===== src/rtl/bus_seq_pkg.sv =====
`timescale 1ns/1ps
package bus_seq_pkg;

    localparam int ADDR_W  = 16;
    localparam int DATA_W  = 8;
    localparam int HALF_W  = ADDR_W / 2;
    localparam int PHASE_W = 8;

    typedef logic [PHASE_W-1:0] phase_t;

    typedef enum logic [1:0] {
        CYC_FETCH = 2'd0,
        CYC_READ  = 2'd1,
        CYC_WRITE = 2'd2
    } cyc_kind_e;

    typedef struct packed {
        cyc_kind_e         kind;
        logic [ADDR_W-1:0] addr;
        logic [DATA_W-1:0] wdata;
    } bus_req_t;

    // Phase windows of one cycle; all bounds inclusive.
    typedef struct packed {
        phase_t addr_first;
        phase_t addr_last;
        phase_t strb_first;
        phase_t strb_last;
        phase_t drv_first;
        phase_t drv_last;
        phase_t done_at;
    } bus_win_t;

    function automatic cyc_kind_e decode_kind(input logic [1:0] code);
        if (!code[1])     return CYC_FETCH;
        else if (code[0]) return CYC_WRITE;
        else              return CYC_READ;
    endfunction

    function automatic logic in_win(input phase_t ph, input phase_t lo, input phase_t hi);
        return (ph >= lo) && (ph <= hi);
    endfunction

    function automatic bus_win_t make_win(
        input cyc_kind_e k,
        input int ale_clks, input int a_setup, input int a_hold,
        input int f_gap, input int f_clks,
        input int d_gap, input int d_clks,
        input int w_setup, input int w_hold);
        bus_win_t w;
        int s_first;
        int s_len;
        s_first = ale_clks + ((k == CYC_FETCH) ? f_gap : d_gap);
        s_len   = (k == CYC_FETCH) ? f_clks : d_clks;
        w.addr_first = phase_t'(ale_clks - a_setup);
        w.addr_last  = phase_t'(ale_clks + a_hold - 1);
        w.strb_first = phase_t'(s_first);
        w.strb_last  = phase_t'(s_first + s_len - 1);
        w.drv_first  = phase_t'(s_first - w_setup);
        w.drv_last   = phase_t'(s_first + s_len - 1 + w_hold);
        w.done_at    = (k == CYC_WRITE) ? phase_t'(s_first + s_len - 1 + w_hold)
                                        : phase_t'(s_first + s_len);
        return w;
    endfunction

endpackage


===== src/rtl/bus_seq_ctrl.sv =====
`timescale 1ns/1ps
module bus_seq_ctrl
    import bus_seq_pkg::*;
#(
    parameter int ALE_CLKS    = 2,
    parameter int ADDR_SETUP  = 1,
    parameter int ADDR_HOLD   = 1,
    parameter int FETCH_GAP   = 1,
    parameter int FETCH_CLKS  = 3,
    parameter int DATA_GAP    = 3,
    parameter int DATA_CLKS   = 6,
    parameter int WDATA_SETUP = 1,
    parameter int WDATA_HOLD  = 1
) (
    input  logic              clk,
    input  logic              rst,
    input  logic              req_i,
    input  logic [1:0]        kind_i,
    input  logic [ADDR_W-1:0] addr_i,
    input  logic [DATA_W-1:0] wdata_i,
    output logic              active_o,
    output phase_t            phase_o,
    output bus_req_t          cur_o,
    output bus_win_t          win_o,
    output logic              done_o
);

    logic     active_q;
    phase_t   phase_q;
    bus_req_t cur_q;
    logic     last_phase;

    always_comb begin
        win_o = make_win(cur_q.kind, ALE_CLKS, ADDR_SETUP, ADDR_HOLD,
                         FETCH_GAP, FETCH_CLKS, DATA_GAP, DATA_CLKS,
                         WDATA_SETUP, WDATA_HOLD);
    end

    assign last_phase = active_q && (phase_q == win_o.done_at);

    always_ff @(posedge clk) begin
        if (rst) begin
            active_q    <= 1'b0;
            phase_q     <= '0;
            cur_q.kind  <= CYC_FETCH;
            cur_q.addr  <= '0;
            cur_q.wdata <= '0;
        end else if (!active_q) begin
            if (req_i) begin
                active_q    <= 1'b1;
                phase_q     <= '0;
                cur_q.kind  <= decode_kind(kind_i);
                cur_q.addr  <= addr_i;
                cur_q.wdata <= wdata_i;
            end
        end else if (last_phase) begin
            active_q <= 1'b0;
            phase_q  <= '0;
        end else begin
            phase_q <= phase_q + phase_t'(1);
        end
    end

    assign active_o = active_q;
    assign phase_o  = phase_q;
    assign cur_o    = cur_q;
    assign done_o   = last_phase;

endmodule


===== src/rtl/bus_seq_strobe.sv =====
`timescale 1ns/1ps
module bus_seq_strobe
    import bus_seq_pkg::*;
#(
    parameter int ALE_CLKS = 2
) (
    input  logic      active_i,
    input  phase_t    phase_i,
    input  cyc_kind_e kind_i,
    input  phase_t    strb_first_i,
    input  phase_t    strb_last_i,
    output logic      ale_o,
    output logic      psen_n_o,
    output logic      rd_n_o,
    output logic      wr_n_o
);

    logic strobe_on;

    assign strobe_on = active_i && in_win(phase_i, strb_first_i, strb_last_i);

    always_comb begin
        ale_o    = active_i && (phase_i < phase_t'(ALE_CLKS));
        psen_n_o = 1'b1;
        rd_n_o   = 1'b1;
        wr_n_o   = 1'b1;
        unique case (kind_i)
            CYC_FETCH: psen_n_o = !strobe_on;
            CYC_READ:  rd_n_o   = !strobe_on;
            CYC_WRITE: wr_n_o   = !strobe_on;
            default:   ;
        endcase
    end

endmodule


===== src/rtl/bus_seq_datapath.sv =====
`timescale 1ns/1ps
module bus_seq_datapath
    import bus_seq_pkg::*;
(
    input  logic              clk,
    input  logic              rst,
    input  logic              active_i,
    input  phase_t            phase_i,
    input  bus_req_t          cur_i,
    input  phase_t            addr_first_i,
    input  phase_t            addr_last_i,
    input  phase_t            drv_first_i,
    input  phase_t            drv_last_i,
    input  phase_t            strb_last_i,
    input  logic [DATA_W-1:0] ad_i,
    output logic [DATA_W-1:0] ad_o,
    output logic              ad_oe_o,
    output logic [HALF_W-1:0] ah_o,
    output logic              ah_oe_o,
    output logic [DATA_W-1:0] rdata_o
);

    logic              addr_phase;
    logic              wdata_phase;
    logic              capture;
    logic [DATA_W-1:0] rdata_q;

    assign addr_phase  = active_i && in_win(phase_i, addr_first_i, addr_last_i);
    assign wdata_phase = active_i && (cur_i.kind == CYC_WRITE)
                         && in_win(phase_i, drv_first_i, drv_last_i);
    assign capture     = active_i && (cur_i.kind != CYC_WRITE)
                         && (phase_i == strb_last_i);

    always_comb begin
        ad_oe_o = addr_phase || wdata_phase;
        if (wdata_phase)
            ad_o = cur_i.wdata;
        else
            ad_o = cur_i.addr[HALF_W-1:0];
    end

    assign ah_oe_o = active_i;
    assign ah_o    = cur_i.addr[ADDR_W-1:HALF_W];

    always_ff @(posedge clk) begin
        if (rst)
            rdata_q <= '0;
        else if (capture)
            rdata_q <= ad_i;
    end

    assign rdata_o = rdata_q;

endmodule


===== src/rtl/bus_cycle_seq.sv =====
`timescale 1ns/1ps
module bus_cycle_seq
    import bus_seq_pkg::*;
#(
    parameter int ALE_CLKS    = 2,
    parameter int ADDR_SETUP  = 1,
    parameter int ADDR_HOLD   = 1,
    parameter int FETCH_GAP   = 1,
    parameter int FETCH_CLKS  = 3,
    parameter int DATA_GAP    = 3,
    parameter int DATA_CLKS   = 6,
    parameter int WDATA_SETUP = 1,
    parameter int WDATA_HOLD  = 1
) (
    input  logic        clk,
    input  logic        rst,
    input  logic        req_i,
    input  logic [1:0]  kind_i,
    input  logic [15:0] addr_i,
    input  logic [7:0]  wdata_i,
    output logic [7:0]  rdata_o,
    output logic        done_o,
    output logic        ale_o,
    output logic        psen_n_o,
    output logic        rd_n_o,
    output logic        wr_n_o,
    output logic [7:0]  ad_o,
    output logic        ad_oe_o,
    input  logic [7:0]  ad_i,
    output logic [7:0]  ah_o,
    output logic        ah_oe_o
);

    logic     active;
    phase_t   phase;
    bus_req_t cur;
    bus_win_t win;

    bus_seq_ctrl #(
        .ALE_CLKS(ALE_CLKS), .ADDR_SETUP(ADDR_SETUP), .ADDR_HOLD(ADDR_HOLD),
        .FETCH_GAP(FETCH_GAP), .FETCH_CLKS(FETCH_CLKS),
        .DATA_GAP(DATA_GAP), .DATA_CLKS(DATA_CLKS),
        .WDATA_SETUP(WDATA_SETUP), .WDATA_HOLD(WDATA_HOLD)
    ) u_ctrl (
        .clk(clk), .rst(rst), .req_i(req_i), .kind_i(kind_i),
        .addr_i(addr_i), .wdata_i(wdata_i),
        .active_o(active), .phase_o(phase), .cur_o(cur),
        .win_o(win), .done_o(done_o)
    );

    bus_seq_strobe #(.ALE_CLKS(ALE_CLKS)) u_strobe (
        .active_i(active), .phase_i(phase), .kind_i(cur.kind),
        .strb_first_i(win.strb_first), .strb_last_i(win.strb_last),
        .ale_o(ale_o), .psen_n_o(psen_n_o), .rd_n_o(rd_n_o), .wr_n_o(wr_n_o)
    );

    bus_seq_datapath u_data (
        .clk(clk), .rst(rst), .active_i(active), .phase_i(phase), .cur_i(cur),
        .addr_first_i(win.addr_first), .addr_last_i(win.addr_last),
        .drv_first_i(win.drv_first), .drv_last_i(win.drv_last),
        .strb_last_i(win.strb_last), .ad_i(ad_i),
        .ad_o(ad_o), .ad_oe_o(ad_oe_o), .ah_o(ah_o), .ah_oe_o(ah_oe_o),
        .rdata_o(rdata_o)
    );

endmodule


===== config.mk =====
export PLATFORM = sky130hd
export DESIGN_NAME = bus_cycle_seq
export DESIGN_NICKNAME = d
export VERILOG_FILES = /design/src/rtl/bus_seq_pkg.sv /design/src/rtl/bus_seq_ctrl.sv /design/src/rtl/bus_seq_strobe.sv /design/src/rtl/bus_seq_datapath.sv /design/src/rtl/bus_cycle_seq.sv
export SDC_FILE = /design/constraint.sdc
export NUM_CORES = 1
export LEC_CHECK = 0
export BUFFER_PORTS_ARGS = -buffer_cell sky130_fd_sc_hd__buf_4
export CAP_MARGIN = 30
export CORE_UTILIZATION = 56
export CTS_BUF_LIST = sky130_fd_sc_hd__clkbuf_4 sky130_fd_sc_hd__clkbuf_8
export DETAILED_ROUTE_END_ITERATION = 6
export GPL_TIMING_DRIVEN = 1
export PLACE_DENSITY = 0.83
export SLEW_MARGIN = 30
export SYNTH_ARGS = -nofsm -noshare
export SYNTH_HDL_FRONTEND = slang
export SYNTH_SLANG_ARGS = --single-unit

===== constraint.sdc =====
create_clock -name clk -period 4.4 [get_ports clk]
set_clock_uncertainty 0.1 [all_clocks]
set_input_delay 0.22 -clock clk [delete_from_list [all_inputs] [get_ports clk]]
set_output_delay 0.22 -clock clk [all_outputs]
set_load 0.01 [all_outputs]

==> results of run 1 <==
-- how the worst min path moves through the flow --
stage	start	end	slack [ns]
after floorplan	wdata_i[0]	u_ctrl.cur_o[0]$_SDFFE_PP0P_	0.26
after global placement	u_ctrl.cur_o[21]$_SDFFE_PP0P_	u_ctrl.cur_o[21]$_SDFFE_PP0P_	0.34
after detailed placement	u_ctrl.cur_o[16]$_SDFFE_PP0P_	u_ctrl.cur_o[16]$_SDFFE_PP0P_	0.35
after CTS	wdata_i[4]	u_ctrl.cur_o[4]$_SDFFE_PP0P_	0.06
after global routing	wdata_i[0]	u_ctrl.cur_o[0]$_SDFFE_PP0P_	0.05
final	addr_i[1]	u_ctrl.cur_o[9]$_SDFFE_PP0P_	0.06
-- routing by layer --
metal / vias to the layer above / global-route usage / share of wire
met5: - / 0 / 0
met4: 0 / 0.1332 / 0.025
met3: 12 / 0.07118 / 0.062
met2: 64 / 0.4059 / 0.47
met1: 940 / 0.3121 / 0.44
li1: 1042 / - / -
-- area by class of cell --
type,count,area share
sequential,43,0.3095
multi-input combinational,196,0.4395
timing repair buffer,67,0.1808
clock buffer,5,0.02474
inverter,6,0.008097
clock inverter,3,0.01574
tap,48,0.02159
-- synth_stat cells, drive strengths merged (2+ instances only) --
cell,n,area share
nand4,5,0.021
o2111ai,2,0.0078
or4,2,0.0084
nor2,8,0.021
inv,5,0.0084
o211ai,3,0.010
nand3,13,0.029
mux2,8,0.054
o311ai,2,0.016
ha,9,0.050
o21ai,16,0.036
dfxtp,43,0.39
buf,12,0.041
nand2,61,0.10
a21oi,38,0.087
a211o,2,0.0078
nor2b,5,0.014
nor3,3,0.012
clkbuf,12,0.020
nor4,4,0.011
-- power groups by stage --
stage,Sequential [mW],Combinational (mW),Clock (mW)
after floorplan,0.421,0.0759,0
after global placement,0.425,0.119,0
after detailed placement,0.425,0.120,0
after CTS,0.416,0.121,0.310
after global routing,0.419,0.133,0.329
final,0.417,0.120,0.305
-- sequential cells by signal, indices dropped and copies added (netlist names) --
name and count:
u_ctrl.phase_o 8, u_ctrl.active_o 1, u_data.rdata_o 8, u_ctrl.cur_o 26
-- kinds of logic after synthesis --
logic type | Yosys count
and+or+nand+nor | 108
muxes | 8
AOI/OAI and AO/OA | 70
buffers and inverters | 30
DFF | 43
adders and majority gates | 9
xor gates and xnor gates | 1
-- worst min-delay path, delay by kind of cell --
| kind | cells | cell delay (ns) |
|---|---|---|
| buffers and inverters | 1 | 0.11 |
| AOI/OAI and AO/OA | 1 | 0.05 |
| and+or+nand+nor | 1 | 0.04 |
==> flow_metrics.tcl, run 1 <==
set metrics [dict create \
    synth_adder_area_share 0.05036 \
    timing.max_slew.rel_slack 0.4175 \
    timing.critical_path.from_type "register" \
    holdPathStages 3 \
    critPathTopFamily "simple AND/OR/NAND/NOR gates" \
    final_max_slew_viol_count 0 \
    xor_xnor_portion_of_the_synthesized_cell_area 0.003917 \
    multi_input_comb_area_um2 1222 \
    grt_antenna_before_repair 0 \
    async_reset_ff_frac 0 \
    floorplan.die.width_um 65.19 \
    ys_dominant_reg_cell "dfxtp_1" \
    io-pin-count 68 \
    clockBufferDepth 2 \
    leading_cell_types_in_the_layout_fill_and_taps_excluded "buf_4 (67), nand2_1 (61), dfxtp_1 (43), a21oi_1 (37), o21ai_0 (16)" \
    synth_fp_nets 315 \
    first_pass_grt_wire_length_mm 8.397 \
    power.share.sequential 0.495 \
    num_antenna_cells 0 \
    sequential_cell_area_um2 860.8 \
    cp_data_required_time_ns 4.08 \
    dominant_combinational_cell_family_by_area_after_synthesis "simple AND/OR/NAND/NOR gates" \
    critical_path_arrival_ns 2.99 \
    placed_insts 360 \
    clkSinkCount 43 \
    synth_simple_gate_area_frac 0.2445 \
    grt_max_degree 46 \
    fin_tns_setup_ns 0 \
    setup_violations 0 \
    worstSetupEndpointType "output port" \
    maxCapViolations 0 \
    fraction_of_power_spent_switching_nets 0.2481 \
    synthesis.area_per_instance_um2 8.312 \
    core_area_um2 3744 \
    post_layout_nonfiller_instances 368 \
    cts_repair_resize_count 0 \
    layout.filler_cells 308 \
    critical-path-slowest-cell "or3b_2" \
    postSynthRegisterBits 43 \
    start_util 0.5973 \
    worst_margin_pin_slew_ns 0.8720 \
    critical_path_peak_fanout 9 \
    vias 2058 \
    routed_via_density 5.592 \
    cp.buffers_inverters 2 \
    finalInstanceArea_um2 2781 \
    dp.final_hpwl_mm 3.522 \
    power.total_mw 0.8415 \
    finalHoldWorstSlack_ns 0.05972 \
    synthesis.yosys.warnings 0 \
    portBuffers 67 \
    power.ir.vdd_worst_mv 0.3052 \
    layout-drive-gt1-share 0.2844 \
    finalHoldViolCount 0 \
    r2r_end "u_data.rdata_o[0]$_SDFFE_PP0P_" \
    critical_path.max_stage_delay_ns 0.49 \
    comb_power_share 0.143 \
    finalWirelength_mm 5.103 \
    netlist_instances 269 \
    period_minus_slack_ns 3.315 \
    p_r_area_growth_vs_syn_pct 24.40 \
    initialDrtViolationCount 108 \
    grt_usage 0.2553 \
    hold_class "in2reg" \
    detail_route.drc_violations 0 \
    power.density_cell_area_nw_per_um2 302.6 \
    cellLeakagePower_nw 1.170 \
    setup.worst_path.class "reg2out" \
    fmax_mhz 301.7 \
    startpoint "u_ctrl.cur_o[24]$_SDFFE_PP0P_" \
    status "finished clean" \
    synth_cell_type_count 44 \
    clockPowerShare 0.362 \
    worst_skew_pair.late_latency_ns 0.29 \
    first_global_vias 1921 \
    rows 22 \
    synth-compound-area-share 0.1908 \
    final_util 0.7430 \
    synth-edff-count 0 \
    worstReg2RegStart "u_ctrl.cur_o[24]$_SDFFE_PP0P_" \
    clk_transition_reported_paths_ns 0.08 \
    drtPass1Iterations 4 \
    tritoncts_buffer_count 5 \
    synth_mux_area_frac 0.05372 \
    cts_max_level 2 \
    timing.reg2reg.setup_slack_ns 1.57 \
    grt_setup_unrepaired "no" \
    reg2reg_depth 7 \
    post-route-period-util 0.7533 \
    clock-root-buffer "clkbuf_8" \
    seq_area_frac_synth 0.3850 \
    final_critical_path_setup_slack_ns 1.085 \
    fin_nets 365 \
    post_cts_buffers 0 \
    path_cells "nor2_1 > inv_1 > ha_1 > or3b_2 > a21oi_2 > a221o_1 > nand4_1 > buf_4" \
    cp_num_cells 8 \
    place_worst_setup_slack_ns 1.436 \
    netlist_area_um2 2236 \
    cts-hold-fix-buffers 0 \
    internal_power_mw 0.6327 \
    critPathCapture "wr_n_o" \
    fp.dieH_um 65.19 \
    ant_nets 0 \
    power.net_switching_mw 0.2088 \
    routedWlPerCell_um 13.87 \
    grt-ovfl-total 0 \
    dpl_cell_area_um2 2664 \
    globalplace.congestion 0.8280 \
    cts_tree "built" \
    floorplan.die_area_um2 4249 \
    layout.cells.most_common "buf_4" \
]
Power figures use the tool's default switching activity.
==> inputs of run 2 (changes only) <==
- CORE_UTILIZATION: 56 -> 53
- PLACE_DENSITY: 0.83 -> 0.79
- clock period: 4.4 -> 3.2 ns (I/O delays scaled with it)
==> run 2 against run 1 <==
  * Register-to-register slack lost 1.2 ns
  * Non-clock buffer count grew 8
  * Critical path type unchanged
  * Critical path depth unchanged
  * Power up 38%
  * Clock power increased by 36%
  * Highest routed layer unchanged
  * Largest power group unchanged
  * Wire length rose by 0.49%
  * Sequential power is 38% higher
==> flow_metrics.tcl, run 2 (synthesis results as in run 1) <==
set metrics [dict create \
    dp.final_hpwl_mm 3.524 \
    power.density_cell_area_nw_per_um2 408.1 \
    floorplan.die_area_um2 4482 \
    finalWirelength_mm 5.128 \
    grt_setup_unrepaired "no" \
    post_layout_nonfiller_instances 377 \
    setup_violations 0 \
    final_max_slew_viol_count 0 \
    globalplace.congestion 0.9998 \
    final_critical_path_setup_slack_ns 0.1836 \
    grt_usage 0.2491 \
    cts_tree "built" \
    layout.filler_cells 343 \
    dpl_cell_area_um2 2696 \
    rows 23 \
    setup.worst_path.class "reg2out" \
    first_global_vias 1815 \
    maxCapViolations 0 \
    critPathCapture "ad_o[5]" \
    num_antenna_cells 0 \
    finalHoldViolCount 0 \
    cts_max_level 2 \
    fmax_mhz 331.5 \
    reg2reg_depth 7 \
    place_worst_setup_slack_ns 0.4177 \
    clk_transition_reported_paths_ns 0.08 \
    post-route-period-util 0.9426 \
    layout.cells.most_common "buf_4" \
    tritoncts_buffer_count 5 \
    grt_antenna_before_repair 0 \
    layout-drive-gt1-share 0.2905 \
    period_minus_slack_ns 3.016 \
    worstReg2RegStart "u_ctrl.cur_o[24]$_SDFFE_PP0P_" \
    hold_class "in2reg" \
    core_area_um2 4029 \
    routed_via_density 5.552 \
    finalInstanceArea_um2 2850 \
    floorplan.die.width_um 66.95 \
    final_util 0.7075 \
    worst_margin_pin_slew_ns 0.6596 \
    first_pass_grt_wire_length_mm 8.266 \
    initialDrtViolationCount 202 \
    drtPass1Iterations 5 \
    io-pin-count 68 \
    fin_nets 373 \
    timing.max_slew.rel_slack 0.5569 \
    p_r_area_growth_vs_syn_pct 27.48 \
    worstSetupEndpointType "output port" \
    startpoint "u_ctrl.cur_o[24]$_SDFFE_PP0P_" \
    power.total_mw 1.163 \
    fin_tns_setup_ns 0 \
    status "finished clean" \
    cp_data_required_time_ns 2.94 \
    critical_path_peak_fanout 9 \
    timing.critical_path.from_type "register" \
    clock-root-buffer "clkbuf_8" \
    detail_route.drc_violations 0 \
    placed_insts 366 \
    clkSinkCount 43 \
    vias 2093 \
    worst_skew_pair.late_latency_ns 0.30 \
    power.ir.vdd_worst_mv 0.3311 \
    post_cts_buffers 0 \
    critical_path_arrival_ns 2.76 \
    cellLeakagePower_nw 1.200 \
    fp.dieH_um 66.95 \
    grt-ovfl-total 0 \
    clockBufferDepth 2 \
    leading_cell_types_in_the_layout_fill_and_taps_excluded "buf_4 (71), nand2_1 (61), dfxtp_1 (43), a21oi_1 (37), o21ai_0 (16)" \
    grt_max_degree 46 \
    finalHoldWorstSlack_ns 0.003830 \
    routedWlPerCell_um 13.60 \
    largest_reg_flops 26 \
    timing.reg2reg.setup_slack_ns 0.41 \
    ant_nets 0 \
    portBuffers 67 \
    start_util 0.5550 \
    r2r_end "u_data.rdata_o[6]$_SDFFE_PP0P_" \
]
run 2: cell count changes in the layout (fill, tap and decap cells not counted), sizes merged:
cell	before	now
buf	67	71
dlygate4sd3	0	4
clkinvlp	0	1
clkinv	3	1
run 2: layout make-up:
class                      count  area (µm²)  share of cell area
clock inverter                 2       37.54             0.01317
multi-input combinational    196        1225              0.4298
timing repair buffer          75       573.1              0.2011
inverter                       6       22.52            0.007902
sequential                    43       860.8              0.3020
clock buffer                   5       68.82             0.02414
tap                           50       62.56             0.02195
run 2: worst min path at each step:
| stage | cells past startpoint | to | start |
|---|---|---|---|
| finish | 3 | u_ctrl.cur_o[21]$_SDFFE_PP0P_ | addr_i[13] |
| global route | 3 | u_ctrl.cur_o[9]$_SDFFE_PP0P_ | addr_i[1] |
| CTS | 3 | u_ctrl.cur_o[9]$_SDFFE_PP0P_ | addr_i[1] |
| detailed placement | 3 | u_ctrl.cur_o[15]$_SDFFE_PP0P_ | addr_i[7] |
| global placement | 3 | u_ctrl.cur_o[4]$_SDFFE_PP0P_ | wdata_i[4] |
| floorplan | 2 | u_ctrl.cur_o[0]$_SDFFE_PP0P_ | wdata_i[0] |
run 2: routing by layer:
metal,routed length (µm),global-route usage
met4,90,0.09309
met3,272,0.06336
met1,2315,0.3113
met2,2449,0.4078
met5,0,0
run 2: what timing repair did:
action	CTS	global route
endpoints found under the hold margin	4	0
setup endpoints to repair	0	8
hold buffers	4	0
resized for setup	0	1
run 2: critical path, cell delays in order, from the launching register on:
cell and delay, ns:
dfxtp_1 0.38, nor2_2 0.27, inv_1 0.16, ha_1 0.37, and3b_1 0.22, o311ai_4 0.26, nand4_4 0.28, mux2_4 0.38
buf_4 0.14
run 2: power breakdown:
part           switching (mW)  internal [mW]  total, mW
clock network           0.187          0.228      0.415
registers              0.0180          0.556      0.574
logic                  0.0859         0.0891      0.175
